File: config.mk
export PLATFORM = sky130hd
export DESIGN_NAME = nsr_port
export DESIGN_NICKNAME = d
export VERILOG_FILES = /design/src/rtl/nsr_pkg.sv /design/src/rtl/nsr_decode.sv /design/src/rtl/nsr_ctx.sv /design/src/rtl/nsr_fifo.sv /design/src/rtl/nsr_port.sv
export SDC_FILE = /design/constraint.sdc
export NUM_CORES = 1
export LEC_CHECK = 0
export BUFFER_PORTS_ARGS = -buffer_cell sky130_fd_sc_hd__buf_2
export CELL_PAD_IN_SITES_DETAIL_PLACEMENT = 1
export CELL_PAD_IN_SITES_GLOBAL_PLACEMENT = 2
export CORE_ASPECT_RATIO = 0.5
export CORE_UTILIZATION = 37
export CTS_BUF_LIST = sky130_fd_sc_hd__clkbuf_16
export CTS_CLUSTER_DIAMETER = 100
export CTS_CLUSTER_SIZE = 12
export DETAILED_ROUTE_END_ITERATION = 12
export MAX_ROUTING_LAYER = met4
export PLACE_DENSITY = 0.77
export SLEW_MARGIN = 10
export SYNTH_ARGS = -nofsm -noshare
export SYNTH_HDL_FRONTEND = slang
export SYNTH_SLANG_ARGS = --single-unit
File: constraint.sdc
create_clock -name clk -period 2.52 [get_ports clk]
set_input_delay 0.504 -clock clk [delete_from_list [all_inputs] [get_ports clk]]
set_output_delay 0.504 -clock clk [all_outputs]
set_load 0.1 [all_outputs]
File: src/rtl/nsr_pkg.sv
package nsr_pkg;

   typedef enum logic [3:0] {
      OP_ADDR_LO  = 4'h0,
      OP_ADDR_HI  = 4'h1,
      OP_DATA_LO  = 4'h2,
      OP_DATA_HI  = 4'h3,
      OP_READ     = 4'h4,
      OP_READ_INC = 4'h5
   } nsr_op_e;

   typedef struct packed {
      logic set_alo;
      logic set_ahi;
      logic set_dlo;
      logic wr;
      logic rd;
      logic inc;
   } nsr_cmd_t;

endpackage

File: src/rtl/nsr_decode.sv
module nsr_decode
   import nsr_pkg::*;
#(
   parameter int NIB_W = 4
) (
   input  logic [2*NIB_W-1:0] cmd,
   input  logic               fire,
   output nsr_cmd_t           dec,
   output logic [NIB_W-1:0]   nib
);

   assign nib = cmd[NIB_W-1:0];

   always_comb begin
      dec = '0;
      if (fire) begin
         case (cmd[2*NIB_W-1:NIB_W])
            OP_ADDR_LO:  dec.set_alo = 1'b1;
            OP_ADDR_HI:  dec.set_ahi = 1'b1;
            OP_DATA_LO:  dec.set_dlo = 1'b1;
            OP_DATA_HI:  dec.wr      = 1'b1;
            OP_READ:     dec.rd      = 1'b1;
            OP_READ_INC: begin
               dec.rd  = 1'b1;
               dec.inc = 1'b1;
            end
            default:     dec = '0;
         endcase
      end
   end

endmodule

File: src/rtl/nsr_ctx.sv
module nsr_ctx
   import nsr_pkg::*;
#(
   parameter int NIB_W = 4
) (
   input  logic               clk,
   input  logic               rst,
   input  nsr_cmd_t           dec,
   input  logic               inc_en,
   input  logic [NIB_W-1:0]   nib,
   output logic [2*NIB_W-1:0] addr,
   output logic [NIB_W-1:0]   dlo
);

   always_ff @(posedge clk) begin
      if (rst) begin
         addr <= '0;
         dlo  <= '0;
      end else begin
         if (dec.set_alo) addr[NIB_W-1:0] <= nib;
         if (dec.set_ahi) addr[2*NIB_W-1:NIB_W] <= nib;
         if (dec.inc && inc_en) addr <= addr + 1'b1;
         if (dec.set_dlo) dlo <= nib;
      end
   end

endmodule

File: src/rtl/nsr_fifo.sv
module nsr_fifo #(
   parameter int W     = 8,
   parameter int DEPTH = 4
) (
   input  logic         clk,
   input  logic         rst,
   input  logic         push,
   input  logic [W-1:0] wdata,
   input  logic         pop,
   output logic [W-1:0] rdata,
   output logic         full,
   output logic         empty
);

   localparam int PW = (DEPTH > 1) ? $clog2(DEPTH) : 1;
   localparam int CW = $clog2(DEPTH + 1);

   if (DEPTH < 2 || (DEPTH & (DEPTH - 1)) != 0) begin : g_bad_depth
      $error("nsr_fifo: DEPTH must be a power of two of at least 2");
   end

   logic [PW-1:0] wptr, rptr;
   logic [CW-1:0] count;
   logic [W-1:0]  slot_q [DEPTH];

   for (genvar e = 0; e < DEPTH; e++) begin : g_slot
      logic [W-1:0] q;
      always_ff @(posedge clk) begin
         if (push && wptr == PW'(e)) q <= wdata;
      end
      assign slot_q[e] = q;
   end

   assign rdata = slot_q[rptr];
   assign full  = (count == CW'(DEPTH));
   assign empty = (count == '0);

   always_ff @(posedge clk) begin
      if (rst) begin
         wptr  <= '0;
         rptr  <= '0;
         count <= '0;
      end else begin
         if (push) wptr <= wptr + 1'b1;
         if (pop)  rptr <= rptr + 1'b1;
         case ({push, pop})
            2'b10:   count <= count + 1'b1;
            2'b01:   count <= count - 1'b1;
            default: count <= count;
         endcase
      end
   end

endmodule

File: src/rtl/nsr_port.sv
module nsr_port
   import nsr_pkg::*;
#(
   parameter int RESP_DEPTH  = 4,
   parameter bit ADDR_INC_EN = 1'b1
) (
   input  logic       clk,
   input  logic       rst,
   input  logic [7:0] cmd_data,
   input  logic       cmd_valid,
   output logic       cmd_ready,
   output logic [7:0] rsp_data,
   output logic       rsp_valid,
   input  logic       rsp_ready,
   output logic [7:0] reg_addr,
   output logic [7:0] reg_wdata,
   output logic       reg_we,
   output logic       reg_re,
   input  logic [7:0] reg_rdata
);

   localparam int NIB_W  = 4;
   localparam int BYTE_W = 2 * NIB_W;

   nsr_cmd_t         dec;
   logic [NIB_W-1:0] nib, dlo;
   logic [BYTE_W-1:0] addr;
   logic             fire, full, empty, inc_en;

   assign fire = cmd_valid && cmd_ready;

   if (ADDR_INC_EN) begin : g_inc_on
      assign inc_en = 1'b1;
   end else begin : g_inc_off
      assign inc_en = 1'b0;
   end

   nsr_decode #(.NIB_W(NIB_W)) u_dec (
      .cmd  (cmd_data),
      .fire (fire),
      .dec  (dec),
      .nib  (nib)
   );

   nsr_ctx #(.NIB_W(NIB_W)) u_ctx (
      .clk    (clk),
      .rst    (rst),
      .dec    (dec),
      .inc_en (inc_en),
      .nib    (nib),
      .addr   (addr),
      .dlo    (dlo)
   );

   nsr_fifo #(.W(BYTE_W), .DEPTH(RESP_DEPTH)) u_rsp (
      .clk   (clk),
      .rst   (rst),
      .push  (dec.rd),
      .wdata (reg_rdata),
      .pop   (rsp_valid && rsp_ready),
      .rdata (rsp_data),
      .full  (full),
      .empty (empty)
   );

   assign cmd_ready = !full;
   assign rsp_valid = !empty;
   assign reg_addr  = addr;
   assign reg_wdata = {nib, dlo};
   assign reg_we    = dec.wr;
   assign reg_re    = dec.rd;

endmodule

==> impl_metrics.env, run 1 <==
export IMPL_wirelength_mm=5.13
export IMPL_r2r_end="u_rsp.count[2]$_SDFFE_PP0P_"
export IMPL_numPortBuffers=47
export IMPL_cts_hold_buf=0
export IMPL_grt_setup_unrepaired="false"
export IMPL_grt_pass1_vias=1593
export IMPL_cp_cell_sequence="nor3b_4 -> inv_4 -> nand3_2 -> ha_1 -> inv_1 -> fa_1 -> xor2_1 -> or3_1 -> a21oi_1"
export IMPL_hold_class="in2reg"
export IMPL_ys_types=54
export IMPL_die_y_um=58.7
export IMPL_synthToLayoutAreaGrowth_pct=21.7
export IMPL_synth_ff_type="edfxtp_1"
export IMPL_clock_latency_ps=290
export IMPL_fin_tns_setup_ps=0
export IMPL_hold_depth=1
export IMPL_synth_area_leaders="edfxtp_1, dfxtp_1, mux4_2"
export IMPL_drive_above_1_share_pct=37.1
export IMPL_slowest_stage="fa_1"
export IMPL_nets=255
export IMPL_wire_per_inst_um=16.2
export IMPL_drt_iter0_drc=49
export IMPL_setup_violations=0
export IMPL_syn_area_per_cell_um2=13.4
export IMPL_ys_seq_elements=51
export IMPL_yosysWarnings=0
export IMPL_numCtsBuffers=5
export IMPL_finalCritPeriodShare_pct=90.0
export IMPL_finalMaxSlewViolations=0
export IMPL_viasPerCell=5.05
export IMPL_overflow=0
export IMPL_vdd_ir_drop_max_mv=0.316
export IMPL_antenna_found_initial=0
export IMPL_ys_seq_area_share_pct=56.3
export IMPL_skew_ps=7.02
export IMPL_leakage_nw=1.09
export IMPL_syn_cell_area_um2=2380
export IMPL_r2r_start="u_rsp.count[2]$_SDFFE_PP0P_"
export IMPL_grtUsageTotal_pct=17.0
export IMPL_yosys_area_top_type="edfxtp_1"
export IMPL_p_total_w=0.00204
export IMPL_finalWorstPathRequiredPeriod_ps=2270
export IMPL_power_density_nw_per_um2=703
export IMPL_tightest_slew_ps=491
export IMPL_diodes=0
export IMPL_h_tree_depth=2
export IMPL_root_buffer="clkbuf_16"
export IMPL_crit_required_ps=2740
export IMPL_multi_input_area_um2=962
export IMPL_fp_row_count=20
export IMPL_criticalPathCategory="reg2reg"
export IMPL_drtPass1Iterations=4
export IMPL_start_util_pct=38.8
export IMPL_dp_hpwl_mm=3.67
export IMPL_via_count=1600
export IMPL_max_freq_ghz=0.441
export IMPL_path_clk_slew_ps=70
export IMPL_pin_count=48
export IMPL_syn_nets=205
export IMPL_cp_end_kind="register"
export IMPL_die_x_um=115
export IMPL_min_from="reg_rdata[6]"
export IMPL_r2r_setup_slack_ps=250
export IMPL_status="complete, no violations"
export IMPL_whs_endpoint="u_rsp.g_slot[3].q[6]$_DFFE_PP_"
export IMPL_drc_errors=0
export IMPL_globalplace_congestion=0.719
export IMPL_core_um2=6130
export IMPL_yosysTopAreaCellShare_pct=40.4
export IMPL_cap_violations=0
export IMPL_cts_setup_buffers=0
export IMPL_reg2regPathDepth=9
export IMPL_clk_path_buf_depth=2
export IMPL_cts_tree="done"
export IMPL_cts_resized=0
export IMPL_ant_nets=0
export IMPL_cts_sinks=51
export IMPL_critPathArrivalTime_ps=2490
export IMPL_hold_violations=0
export IMPL_regArea_um2=1340
export IMPL_synth_cells=178
export IMPL_crit_path_start_kind="register"
export IMPL_synth_edf_count=32
export IMPL_fillers=664
export IMPL_grt_max_degree=19
export IMPL_critical_path_max_stage_delay_ps=430
export IMPL_timing_slew_headroom_pct=67.5
export IMPL_grt_first_pass_wirelength_mm=8.34
export IMPL_synth_async_reset_ratio_pct=0
export IMPL_dieArea_um2=6780
export IMPL_crit_fanout=7
critical path, delay by kind of cell (launching register included):
family / cells / cell delay (ps)
xor gates and xnor gates: 1 / 160
adders and majority gates: 2 / 630
DFF: 1 / 390
and+or+nand+nor: 3 / 720
buffers and inverters: 2 / 170
AOI/OAI and AO/OA: 1 / 140
through the flow:
stage | cells | hold slack, ps | worst slack, ps | area, um2 | utilization (%)
floorplan | 178 | 469 | 13.9 | 2400 | -
global placement | 309 | 470 | 320 | 2730 | 44.5
detailed placement | 309 | 485 | 205 | 2730 | 44.5
CTS | 317 | 429 | 246 | 2900 | 47.3
global route | 317 | 429 | 90.5 | 2900 | 47.3
finish | 317 | 431 | 251 | 2900 | 47.3
cells in the final DEF (no fill, tap or decap), drive strengths merged, types with 2 or more instances in the layout:
master and instances:
edfxtp 32, nor3 2, nand2 8, xnor2 2, and3 5, mux2i 5
nor2 12, buf 53, o21ai 7, a21oi 11, and4 3, inv 10
nor2b 2, nor3b 2, nand4b 2, nor4 2, nand3 4, xor2 4
mux4 8, dfxtp 19, nand4 2, clkbuf 5, ha 6, mux2 2
or3 2
registers in the layout, indices dropped and copies added (netlist names):
register	flops
u_ctx.dlo	4
u_rsp.g_slot.q	32
u_rsp.rptr	2
u_ctx.addr	8
u_rsp.count	3
u_rsp.wptr	2
worst max-delay path by stage:
| stage | slack (ps) | depth (start not counted) | to | startpoint |
|---|---|---|---|---|
| 4_1_cts | 250 | 9 | u_rsp.count[2]$_SDFFE_PP0P_ | u_rsp.count[2]$_SDFFE_PP0P_ |
| 3_3_place_gp | 320 | 9 | u_rsp.count[2]$_SDFFE_PP0P_ | cmd_valid |
| 6_report | 250 | 9 | u_rsp.count[2]$_SDFFE_PP0P_ | u_rsp.count[2]$_SDFFE_PP0P_ |
| 2_1_floorplan | 10 | 9 | u_rsp.count[2]$_SDFFE_PP0P_ | u_rsp.count[0]$_SDFFE_PP0P_ |
| 3_5_place_dp | 200 | 9 | u_rsp.count[2]$_SDFFE_PP0P_ | cmd_data[5] |
| 5_1_grt | 90 | 9 | u_rsp.count[2]$_SDFFE_PP0P_ | u_rsp.count[2]$_SDFFE_PP0P_ |
power by group:
group,internal [W],total (W),switching [W]
registers,0.000899,0.000914,0.0000149
logic,0.0000894,0.000353,0.000263
clock network,0.000469,0.000769,0.000300
total,0.00146,0.00204,0.000579
layout make-up:
cell class,instances,share of cell area [%]
clock buffers,5,4.32
clock inverters,3,1.47
inverters,9,1.25
multi-input cells,108,33.2
flip-flops and latches,51,46.3
well taps,88,3.80
repair buffers,53,9.67
per-layer routing:
layer  track usage (%)  vias to the layer above  routed length (um)
met5                 -                        -                   0
met4              3.90                        0                  43
met3              3.60                        4                 167
met2              29.3                       28                2500
met1              20.8                      800                2420
li1                  -                      768                   -
synthesized netlist by cell type, types with 3 or more instances:
cell type / instances
buf_4: 4
ha_1: 6
a21oi_1: 10
xor2_1: 4
o21ai_1: 5
nand2_1: 8
inv_1: 8
and3_1: 5
buf_2: 3
and4_1: 3
nor2_1: 11
mux2i_1: 5
edfxtp_1: 32
mux4_2: 8
dfxtp_1: 19
kinds of logic after synthesis:
kind of cell               Yosys count  synth area share, %
adders and majority gates            7                 3.99
muxes                               15                 10.8
buffers and inverters               19                 3.89
DFF                                 51                 56.3
xor gates and xnor gates             6                 2.21
and+or+nand+nor                     54                 15.6
AOI/OAI and AO/OA                   26                 7.20
(Power assumes the default switching activity.)
==> run 2, diff against run 1 <==
--- a/config.mk
+++ b/config.mk
@@ -9,14 +9,16 @@
 export CELL_PAD_IN_SITES_DETAIL_PLACEMENT = 1
 export CELL_PAD_IN_SITES_GLOBAL_PLACEMENT = 2
 export CORE_ASPECT_RATIO = 0.5
-export CORE_UTILIZATION = 37
+export CORE_UTILIZATION = 36
 export CTS_BUF_LIST = sky130_fd_sc_hd__clkbuf_16
 export CTS_CLUSTER_DIAMETER = 100
 export CTS_CLUSTER_SIZE = 12
 export DETAILED_ROUTE_END_ITERATION = 12
 export MAX_ROUTING_LAYER = met4
 export PLACE_DENSITY = 0.77
+export REMOVE_ABC_BUFFERS = 1
 export SLEW_MARGIN = 10
 export SYNTH_ARGS = -nofsm -noshare
 export SYNTH_HDL_FRONTEND = slang
+export SYNTH_HIERARCHICAL = 1
 export SYNTH_SLANG_ARGS = --single-unit
==> run 2 against run 1 <==
Compared with the run above: first-iteration DRC count rose by 39%; die area shrank 3.0%; clock power rose by 1%; combinational power up 13%; routed wire length down 7.3%; setup slack worse by 110 ps; highest routed layer unchanged.
==> impl_metrics.env, run 2 <==
export IMPL_status="complete, no violations"
export IMPL_ys_top_cells_by_count="edfxtp_1, dfxtp_1, nor2_1, inv_1, nand3_1"
export IMPL_cap_violations=0
export IMPL_power_frac_comb_pct=19.1
export IMPL_synthToLayoutAreaGrowth_pct=24.2
export IMPL_ant_nets=0
export IMPL_layout_common_cells="buf_2, edfxtp_1, dfxtp_1"
export IMPL_drive_above_1_share_pct=32.9
export IMPL_whs_ps=431
export IMPL_overflow=0
export IMPL_h_tree_depth=2
export IMPL_crit_fanout=4
export IMPL_path_clk_slew_ps=70
export IMPL_nets=251
export IMPL_finalMaxSlewViolations=0
export IMPL_syn_area_per_cell_um2=13.1
export IMPL_viasPerCell=4.83
export IMPL_slowest_stage="or3b_4"
export IMPL_yosysMostFrequentCell="edfxtp_1"
export IMPL_finalCritPeriodShare_pct=94.4
export IMPL_die_y_um=57.9
export IMPL_leakage_nw=1.02
export IMPL_sequentialPowerShare_pct=43.7
export IMPL_power_density_nw_per_um2=751
export IMPL_drc_errors=0
export IMPL_grt_first_pass_wirelength_mm=8.00
export IMPL_pin_count=48
export IMPL_antenna_found_initial=0
export IMPL_fp_row_count=19
export IMPL_cts_tree="done"
export IMPL_ys_seq_area_share_pct=59.7
export IMPL_synth_area_leaders="edfxtp_1, dfxtp_1, mux4_2"
export IMPL_start_util_pct=39.0
export IMPL_critical_path_max_stage_delay_ps=420
export IMPL_globalplace_congestion=0.719
export IMPL_r2r_setup_slack_ps=280
export IMPL_wirelength_mm=4.76
export IMPL_yosys_area_top_type="edfxtp_1"
export IMPL_wire_per_inst_um=15.4
export IMPL_setup_violations=0
export IMPL_synth_cells=171
export IMPL_grt_pass1_vias=1584
export IMPL_regMostFlops="u_rsp/g_slot.q"
export IMPL_numCtsBuffers=5
export IMPL_syn_cell_area_um2=2250
export IMPL_skew_ps=5.26
export IMPL_power_internal_w=0.00147
export IMPL_vdd_ir_drop_max_mv=0.431
export IMPL_dp_hpwl_mm=3.46
export IMPL_via_count=1493
export IMPL_cp_cell_sequence="inv_1 -> and3_1 -> nor2b_2 -> or3b_4 -> nor3_4 -> buf_12"
export IMPL_crit_path_start_kind="register"
export IMPL_largest_register_ffs=32
export IMPL_postLayoutCoreUtil_pct=48.5
export IMPL_yosysWarnings=6
export IMPL_critPathArrivalTime_ps=1870
export IMPL_finalWorstPathRequiredPeriod_ps=2380
export IMPL_numPortBuffers=47
export IMPL_clock_latency_ps=290
export IMPL_grtUsageTotal_pct=16.8
export IMPL_diodes=0
export IMPL_dieArea_um2=6580
export IMPL_crit_required_ps=2020
export IMPL_synth_async_reset_ratio_pct=0
export IMPL_cts_sinks=51
export IMPL_grt_setup_unrepaired="false"
export IMPL_synth_ff_type="edfxtp_1"
export IMPL_cp_end_kind="primary output"
export IMPL_top_regs="u_rsp/g_slot.q (32), u_ctx/addr (8), u_ctx/dlo (4)"
export IMPL_grt_max_degree=20
export IMPL_drtPass1Iterations=4
export IMPL_core_um2=5750
export IMPL_hold_violations=0
export IMPL_yosysTopAreaCellShare_pct=42.8
export IMPL_root_buffer="clkbuf_16"
export IMPL_max_freq_ghz=0.420
export IMPL_hold_class="in2reg"
export IMPL_drt_iter0_drc=68
export IMPL_ys_seq_elements=51
export IMPL_final_common_cell="buf_2"
export IMPL_swShare_pct=29.7
export IMPL_clk_path_buf_depth=2
export IMPL_p_switching_w=0.000621
export IMPL_ys_types=36
export IMPL_criticalPathCategory="reg2out"
export IMPL_fin_tns_setup_ps=0
export IMPL_synth_edf_count=32
export IMPL_clkPwrFrac_pct=37.2
export IMPL_die_x_um=114
-- run 2: changes by cell type after synthesis, moves of 5 or more --
cell	before	now
a21oi_1	10	3
a31oi_1	1	6
nand2_1	8	3
nand3_1	2	9
o21ai_1	5	0
-- run 2: critical path: cells and delay by family (launching register included) --
| kind | cells | cell delay, ps |
|---|---|---|
| buf+inv | 2 | 290 |
| flops | 1 | 370 |
| simple gates | 4 | 920 |
-- run 2: worst paths after layout --
kind	cells past startpoint	endpoint	from
setup / recovery	6	reg_we	u_rsp/count[0]$_SDFFE_PP0P_
setup reg to reg	12	u_rsp/count[2]$_SDFFE_PP0P_	u_rsp/count[0]$_SDFFE_PP0P_
hold reg to reg	2	u_ctx/dlo[2]$_SDFFE_PP0P_	u_ctx/dlo[2]$_SDFFE_PP0P_
hold / removal	1	u_rsp/g_slot[0].q[1]$_DFFE_PP_	reg_rdata[1]
-- run 2: kinds of logic after synthesis --
group / count (synthesis) / share of synthesized area (%)
buffers and inverters: 20 / 4.46
DFF: 51 / 59.7
other: 1 / 0.167
muxes: 15 / 11.1
AOI/OAI and AO/OA: 19 / 5.85
xor gates and xnor gates: 5 / 1.95
adders and majority gates: 7 / 4.23
and+or+nand+nor: 53 / 12.5
-- run 2: area by class of cell --
class                   instances  area, um2
well taps                      84        105
repair buffers                 51        295
clock inverters                 3       47.5
clock buffers                   5        125
multi-input cells             104        833
inverters                      11       41.3
fillers                       622       2960
flip-flops and latches         51       1340
-- run 2: per-layer routing --
layer	up-vias	global-route usage, %	part of all wire, %
met5	-	-	0
met4	0	3.38	0.74
met3	4	4.92	3.4
met2	30	28.2	49
met1	736	20.4	47
li1	723	-	-
-- run 2: power groups by stage --
stage	clock (W)	sequential, W	combinational, W
finish	0.000778	0.000916	0.000400
CTS	0.000802	0.000916	0.000404
global placement	0	0.000934	0.000394
detailed placement	0	0.000935	0.000403
floorplan	0	0.000963	0.000260
global route	0.000837	0.000918	0.000426
-- run 2: repair_timing --
item | 4_1_cts | 5_1_grt
gates cloned | 0 | 0
setup buffers | 0 | 0
setup endpoints to repair | 1 | 1
pin swaps | 0 | 0
resized for setup | 1 | 2
hold buffers | 0 | 0
-- run 2: stage by stage --
step / worst slack (ps) / area, um2 / total power, W / cells
6_report: 141 / 2790 / 0.00209 / 309
5_1_grt: 13.6 / 2790 / 0.00218 / 309
4_1_cts: 45.1 / 2780 / 0.00212 / 309
3_5_place_dp: 251 / 2600 / 0.00134 / 301
3_3_place_gp: 342 / 2600 / 0.00133 / 301
2_1_floorplan: -1120 / 2200 / 0.00122 / 166
